File: src/rtl/i2c_guard_pkg.sv
package i2c_guard_pkg;
  localparam int unsigned NUM_LINES = 2;
  localparam int unsigned IDX_SCL   = 0;
  localparam int unsigned IDX_SDA   = 1;

  typedef logic [NUM_LINES-1:0] line_vec_t;
endpackage

File: src/rtl/line_deglitch.sv
module line_deglitch #(
  parameter int unsigned FILT_CYC = 6
) (
  input  logic clk_i,
  input  logic rst_ni,
  input  logic line_i,
  output logic line_o
);
  localparam int unsigned CW = $clog2(FILT_CYC + 1);
  localparam logic [CW-1:0] LAST = CW'(FILT_CYC - 1);

  logic [1:0]    sync_q;
  logic [CW-1:0] cnt_q;
  logic          filt_q;

  always_ff @(posedge clk_i or negedge rst_ni) begin
    if (!rst_ni) sync_q <= 2'b11;
    else         sync_q <= {sync_q[0], line_i};
  end

  // new level accepted only after FILT_CYC equal samples
  always_ff @(posedge clk_i or negedge rst_ni) begin
    if (!rst_ni) begin
      cnt_q  <= '0;
      filt_q <= 1'b1;
    end else if (sync_q[1] == filt_q) begin
      cnt_q <= '0;
    end else if (cnt_q == LAST) begin
      cnt_q  <= '0;
      filt_q <= sync_q[1];
    end else begin
      cnt_q <= cnt_q + 1'b1;
    end
  end

  assign line_o = filt_q;

  AST_FILT_FOLLOWS_SYNC: assert property (@(posedge clk_i) disable iff (!rst_ni)
    (filt_q != $past(filt_q)) |-> (filt_q == $past(sync_q[1])));
  AST_FILT_CNT_BOUND: assert property (@(posedge clk_i) disable iff (!rst_ni)
    cnt_q <= LAST);
endmodule

File: src/rtl/stuck_low_timer.sv
module stuck_low_timer #(
  parameter int unsigned TO_CYC = 2500000
) (
  input  logic clk_i,
  input  logic rst_ni,
  input  logic scl_f_i,
  input  logic sda_f_i,
  input  logic en_i,
  input  logic clr_i,
  output logic bus_rst_o,
  output logic flag_o
);
  localparam int unsigned CW = $clog2(TO_CYC + 1);
  localparam logic [CW-1:0] TERM = CW'(TO_CYC - 1);

  logic [CW-1:0] cnt_q;
  logic          done_q;
  logic          pulse_q;
  logic          flag_q;
  logic          fire;
  logic          idle;

  assign idle = !en_i || (scl_f_i && sda_f_i);
  assign fire = !idle && !done_q && (cnt_q == TERM);

  always_ff @(posedge clk_i or negedge rst_ni) begin
    if (!rst_ni) begin
      cnt_q   <= '0;
      done_q  <= 1'b0;
      pulse_q <= 1'b0;
    end else begin
      pulse_q <= fire;
      if (idle) begin
        cnt_q  <= '0;
        done_q <= 1'b0;
      end else if (fire) begin
        cnt_q  <= '0;
        done_q <= 1'b1;  // hold until both lines high
      end else if (!done_q) begin
        cnt_q <= cnt_q + 1'b1;
      end
    end
  end

  // set wins over clear
  always_ff @(posedge clk_i or negedge rst_ni) begin
    if (!rst_ni)    flag_q <= 1'b0;
    else if (fire)  flag_q <= 1'b1;
    else if (clr_i) flag_q <= 1'b0;
  end

  assign bus_rst_o = pulse_q;
  assign flag_o    = flag_q;

  AST_RST_ONE_CYCLE: assert property (@(posedge clk_i) disable iff (!rst_ni)
    pulse_q |=> !pulse_q);
  AST_RST_NEEDS_LOW: assert property (@(posedge clk_i) disable iff (!rst_ni)
    pulse_q |-> !$past(scl_f_i && sda_f_i));
  AST_OFF_NO_RST: assert property (@(posedge clk_i) disable iff (!rst_ni)
    !en_i |=> !pulse_q);
  AST_FLAG_ON_RST: assert property (@(posedge clk_i) disable iff (!rst_ni)
    pulse_q |-> flag_q);
  AST_TERM_NO_REFIRE: assert property (@(posedge clk_i) disable iff (!rst_ni)
    (done_q && !idle) |=> !pulse_q);
endmodule

File: src/rtl/i2c_bus_guard.sv
module i2c_bus_guard
  import i2c_guard_pkg::*;
#(
  parameter int unsigned CLK_KHZ    = 100000,
  parameter int unsigned TIMEOUT_MS = 25,
  parameter int unsigned FILT_CYC   = 6
) (
  input  logic clk_i,
  input  logic rst_ni,
  input  logic scl_i,
  input  logic sda_i,
  input  logic tmo_en_i,
  input  logic flag_clr_i,
  output logic scl_o,
  output logic sda_o,
  output logic bus_rst_o,
  output logic tmo_flag_o
);
  localparam int unsigned TO_CYC = CLK_KHZ * TIMEOUT_MS;

  line_vec_t raw;
  line_vec_t filt;

  assign raw[IDX_SCL] = scl_i;
  assign raw[IDX_SDA] = sda_i;

  for (genvar g = 0; g < NUM_LINES; g++) begin : g_line
    line_deglitch #(.FILT_CYC(FILT_CYC)) i_deglitch (
      .clk_i  (clk_i),
      .rst_ni (rst_ni),
      .line_i (raw[g]),
      .line_o (filt[g])
    );
  end

  stuck_low_timer #(.TO_CYC(TO_CYC)) i_timer (
    .clk_i     (clk_i),
    .rst_ni    (rst_ni),
    .scl_f_i   (filt[IDX_SCL]),
    .sda_f_i   (filt[IDX_SDA]),
    .en_i      (tmo_en_i),
    .clr_i     (flag_clr_i),
    .bus_rst_o (bus_rst_o),
    .flag_o    (tmo_flag_o)
  );

  assign scl_o = filt[IDX_SCL];
  assign sda_o = filt[IDX_SDA];

  AST_IDLE_AFTER_RESET: assert property (@(posedge clk_i) disable iff (!rst_ni)
    $rose(rst_ni) |-> (scl_o && sda_o && !bus_rst_o));
endmodule

File: config.mk
export PLATFORM = sky130hd
export DESIGN_NAME = i2c_bus_guard
export DESIGN_NICKNAME = d
export VERILOG_FILES = /design/src/rtl/i2c_guard_pkg.sv /design/src/rtl/line_deglitch.sv /design/src/rtl/stuck_low_timer.sv /design/src/rtl/i2c_bus_guard.sv
export SDC_FILE = /design/constraint.sdc
export NUM_CORES = 1
export LEC_CHECK = 0
export BUFFER_PORTS_ARGS = -buffer_cell sky130_fd_sc_hd__buf_2
export CAP_MARGIN = 40
export CORE_MARGIN = 5
export CORE_UTILIZATION = 35
export DETAILED_ROUTE_END_ITERATION = 6
export PLACE_DENSITY_LB_ADDON = 0.1
export RECOVER_POWER = 25
export SKIP_LAST_GASP = 1
export SYNTH_ARGS = -nofsm -noshare
export SYNTH_HDL_FRONTEND = slang
export SYNTH_SLANG_ARGS = --single-unit
File: constraint.sdc
create_clock -name clk_i -period 1.8 [get_ports clk_i]
set_input_delay 0.09 -clock clk_i [delete_from_list [all_inputs] [get_ports clk_i]]
set_output_delay 0.09 -clock clk_i [all_outputs]
set_load 0.01 [all_outputs]
==> flow_summary_export.csv <==
group,metric,value,unit
synthesis,syn_nets,179,
synthesis,synth.area.top_cells,"dfrtp_1 (44%), dfstp_2 (8.9%), xnor2_1 (6.9%)",
place,port_buffers,9,
job,cap_violations,0,
min_path,hold_end,"i_timer.flag_o$_DFFE_PN0P_",
worst_setup_path,cp-start-kind,"register",
sta,fin_skew,0.00626,ns
worst_setup_path,crit_arrival,1.93,ns
floorplan,die_w,81.3,um
cts,path_clk_slew,0.07,ns
route,drc,0,
final_layout,fin_cells,278,
final_layout,nets,214,
route,vias,1351,
synthesis,synth.most_common_cell,"dfrtp_1",
synthesis,synth_xor_area_frac,0.0887,
sta,max_freq,0.584,GHz
route,drtPass1Iterations,4,
floorplan,core.rowCount,26,
power_and_ir_drop,power.total,1.83,mW
grt,overflow,0,
synthesis,yosysSeqAreaShare,0.525,
worst_setup_path,rr_startpoint,"i_timer.cnt_q[11]$_DFFE_PN0P_",
grt,grt_max_degree,38,
power_and_ir_drop,p_switching,0.518,mW
synthesis,synth_edf_count,0,
synthesis,synthAdderAreaFrac,0.00704,
floorplan,pin_count,10,
route,drt_wl_total,3700,um
cts,clockBufferDepth,2,
place,place.gp.congestion,0.815,
sta,tns,0,ns
cts,cts-root-buf,"clkbuf_8",
worst_setup_path,crit_chain,"nand4_1 > or4_4 > or3_1 > a21oi_1",
worst_setup_path,r2r_slack,0.09,ns
outcome,status,"completed",
place,dp_cells,267,
power_and_ir_drop,clkPwrFrac,0.305,
power_and_ir_drop,p_int,1.31,mW
synthesis,synth_top_family_by_area,"simple AND/OR/NAND/NOR gates",
worst_setup_path,worstRegToRegCells,4,
worst_setup_path,endpoint_kind,"register",
sta,hold_viol,0,
sta,rsz0062_at_grt,"false",
cts,tritoncts,"done",
sta,slew_violations,0,
power_and_ir_drop,power_frac_seq,0.550,
worst_setup_path,critPathBufInv,0,
route,vias_per_cell,4.86,
power_and_ir_drop,switching_share,0.283,
synthesis,yosys.area_share.simple,0.280,
place,hpwl,2680,um
synthesis,yosys_warnings,0,
worst_setup_path,critPathRequiredTime,2.01,ns
synthesis,synth-compound-area-share,0.0479,
final_layout,n_antenna_cell,0,
min_path,hold_depth,3,
cts,clock_latency,0.29,ns
cts,htree_levels,2,
route,final_antenna_net_count,0,
power_and_ir_drop,p_per_area,849,nW/um^2
synthesis,ys_types,35,
power_and_ir_drop,ir_drop,0.335,mV
worst_setup_path,crit_slowest_cell,"or4_4",
final_layout,synthToLayoutAreaGrowth,21.1,%
synthesis,syn_avg_cell_area,10.3,sq um
synthesis,synthCells,172,
worst_setup_path,critPathMaxStageDelay,0.57,ns
grt,track_usage,0.128,
synthesis,async_reset_ff_frac,1.00,
sta,period_needed,1.71,ns
power_and_ir_drop,comb_power_share,0.145,
min_path,hp-class,"in2reg",
cts,cts_buffers,5,
synthesis,ys_ff_latch,37,
synthesis,yosys-mux-area-fraction,0.0296,
min_path,hold_start,"flag_clr_i",
grt,grt_pass1_vias,1361,
route,drt_iter0_drc,83,
synthesis,synth_area,1780,sq um
sta,period_share,0.951,
synthesis,synth_ff_type,"dfrtp_1",
worst_setup_path,critPathTopFamily,"simple AND/OR/NAND/NOR gates",
grt,antenna_found_initial,0,
sta,slew_headroom,0.387,
final_layout,drive_gt1_frac,0.240,
synthesis,yosys.area.top_type,"dfrtp_1",
cts,cts_num_sinks,37,
synthesis,yosys-top-cells-count,"dfrtp_1 (31), nor2_1 (29), xnor2_1 (14)",
grt,grt_pass1_wl,6400,um
worst_setup_path,rr_endpoint,"i_timer.cnt_q[17]$_DFFE_PN0P_",
sta,setup_violations,0,
worst_setup_path,crit_path_max_fanout,6,
synthesis,synth_top_area_frac,0.437,
floorplan,die_h,81.3,um
worst_setup_path,setup.worst_path.class,"reg2reg",
floorplan,start_util,0.355,
floorplan,dieArea,6600,sq um
route,routedWlPerCell,13.3,um
power_and_ir_drop,p_leak,0.906,nW
sta,tightest_slew,0.919,ns
floorplan,core-area,5010,sq um
[sequential cells by signal (all words and copies together) (netlist names)]
register	flops
i_timer.cnt_q	22
g_line.i_deglitch.cnt_q	6
g_line.i_deglitch.sync_q	4
g_line.i_deglitch.line_o	2
i_timer.bus_rst_o	1
i_timer.done_q	1
i_timer.flag_o	1
[tightest hold or removal path, cell delays in order]
cell    delay (ns)
buf_2         0.09
inv_1         0.04
a22o_1        0.12
[logic make-up after synthesis]
group,count (synthesis)
AND/OR/NAND/NOR,88
flip-flops,37
buffers and inverters,8
multiplexers,5
XOR/XNOR,18
AO/OA/AOI/OAI,15
adder cells (fa/ha/maj),1
[area by class of cell]
cell class              instances  area (sq um)
flip-flops and latches         37           936
clock inverters                 2          10.0
well taps                      70          87.6
inverters                       5          18.8
clock buffers                   6          72.6
fillers                       547          2860
repair buffers                 31           215
multi-input cells             127           812
[power groups by stage]
stage	Clock, mW	Combinational, mW	Sequential, mW
2_1_floorplan	0	0.172	1.02
3_3_place_gp	0	0.255	1.02
3_5_place_dp	0	0.266	1.03
4_1_cts	0.587	0.272	1.01
5_1_grt	0.623	0.297	1.02
6_report	0.558	0.264	1.01
[what timing repair did]
action / 4_1_cts / 5_1_grt
setup endpoints to repair: 0 / 17
gates resized for setup: 0 / 3
endpoints found under the hold margin: 33 / 0
hold buffers: 3 / 0
buffers inserted: 0 / 0
[metal layers]
metal  GRT usage  share of wire
met4      0.0507          0.013
met2       0.205           0.48
met5           0              0
met1       0.159           0.48
met3      0.0432          0.029
[worst max-delay path by stage]
stage / startpoint / end / slack, ns / depth (start not counted)
final: i_timer.cnt_q[11]$_DFFE_PN0P_ / i_timer.cnt_q[17]$_DFFE_PN0P_ / 0.09 / 4
after global placement: i_timer.cnt_q[10]$_DFFE_PN0P_ / i_timer.cnt_q[21]$_DFFE_PN0P_ / 0.11 / 4
after floorplan: i_timer.done_q$_DFFE_PN0P_ / i_timer.cnt_q[17]$_DFFE_PN0P_ / 0.03 / 5
after CTS: i_timer.cnt_q[10]$_DFFE_PN0P_ / i_timer.cnt_q[17]$_DFFE_PN0P_ / 0.06 / 4
after global routing: i_timer.cnt_q[11]$_DFFE_PN0P_ / i_timer.cnt_q[17]$_DFFE_PN0P_ / 0.004 / 4
after detailed placement: i_timer.cnt_q[10]$_DFFE_PN0P_ / i_timer.cnt_q[21]$_DFFE_PN0P_ / 0.06 / 4
[metrics by stage]
stage	setup WS [ns]	hold slack [ns]	util	cell area [sq um]
2_1_floorplan	0.0264	-0.206	-	1780
3_3_place_gp	0.108	0.195	0.406	2030
3_5_place_dp	0.0634	0.196	0.406	2030
4_1_cts	0.0584	0.0817	0.428	2150
5_1_grt	0.00390	0.108	0.430	2150
6_report	0.0873	0.0882	0.430	2150
[cells in the final DEF (no fill, tap or decap), types with 3 or more instances in the layout]
cell           count
a21oi_1            8
buf_2              6
buf_4             19
clkbuf_1           3
clkbuf_8           5
dfrtp_1           29
dfstp_2            4
dlygate4sd3_1      3
inv_1              5
mux2i_1            3
nand2_1            9
nand3_1            7
nand3b_1           3
nand4_1            5
nor2_1            29
nor3_1             8
nor4_1             9
o21ai_0            4
or3_1              3
xnor2_1           14
xor2_1             4
Power figures use the tool's default switching activity.
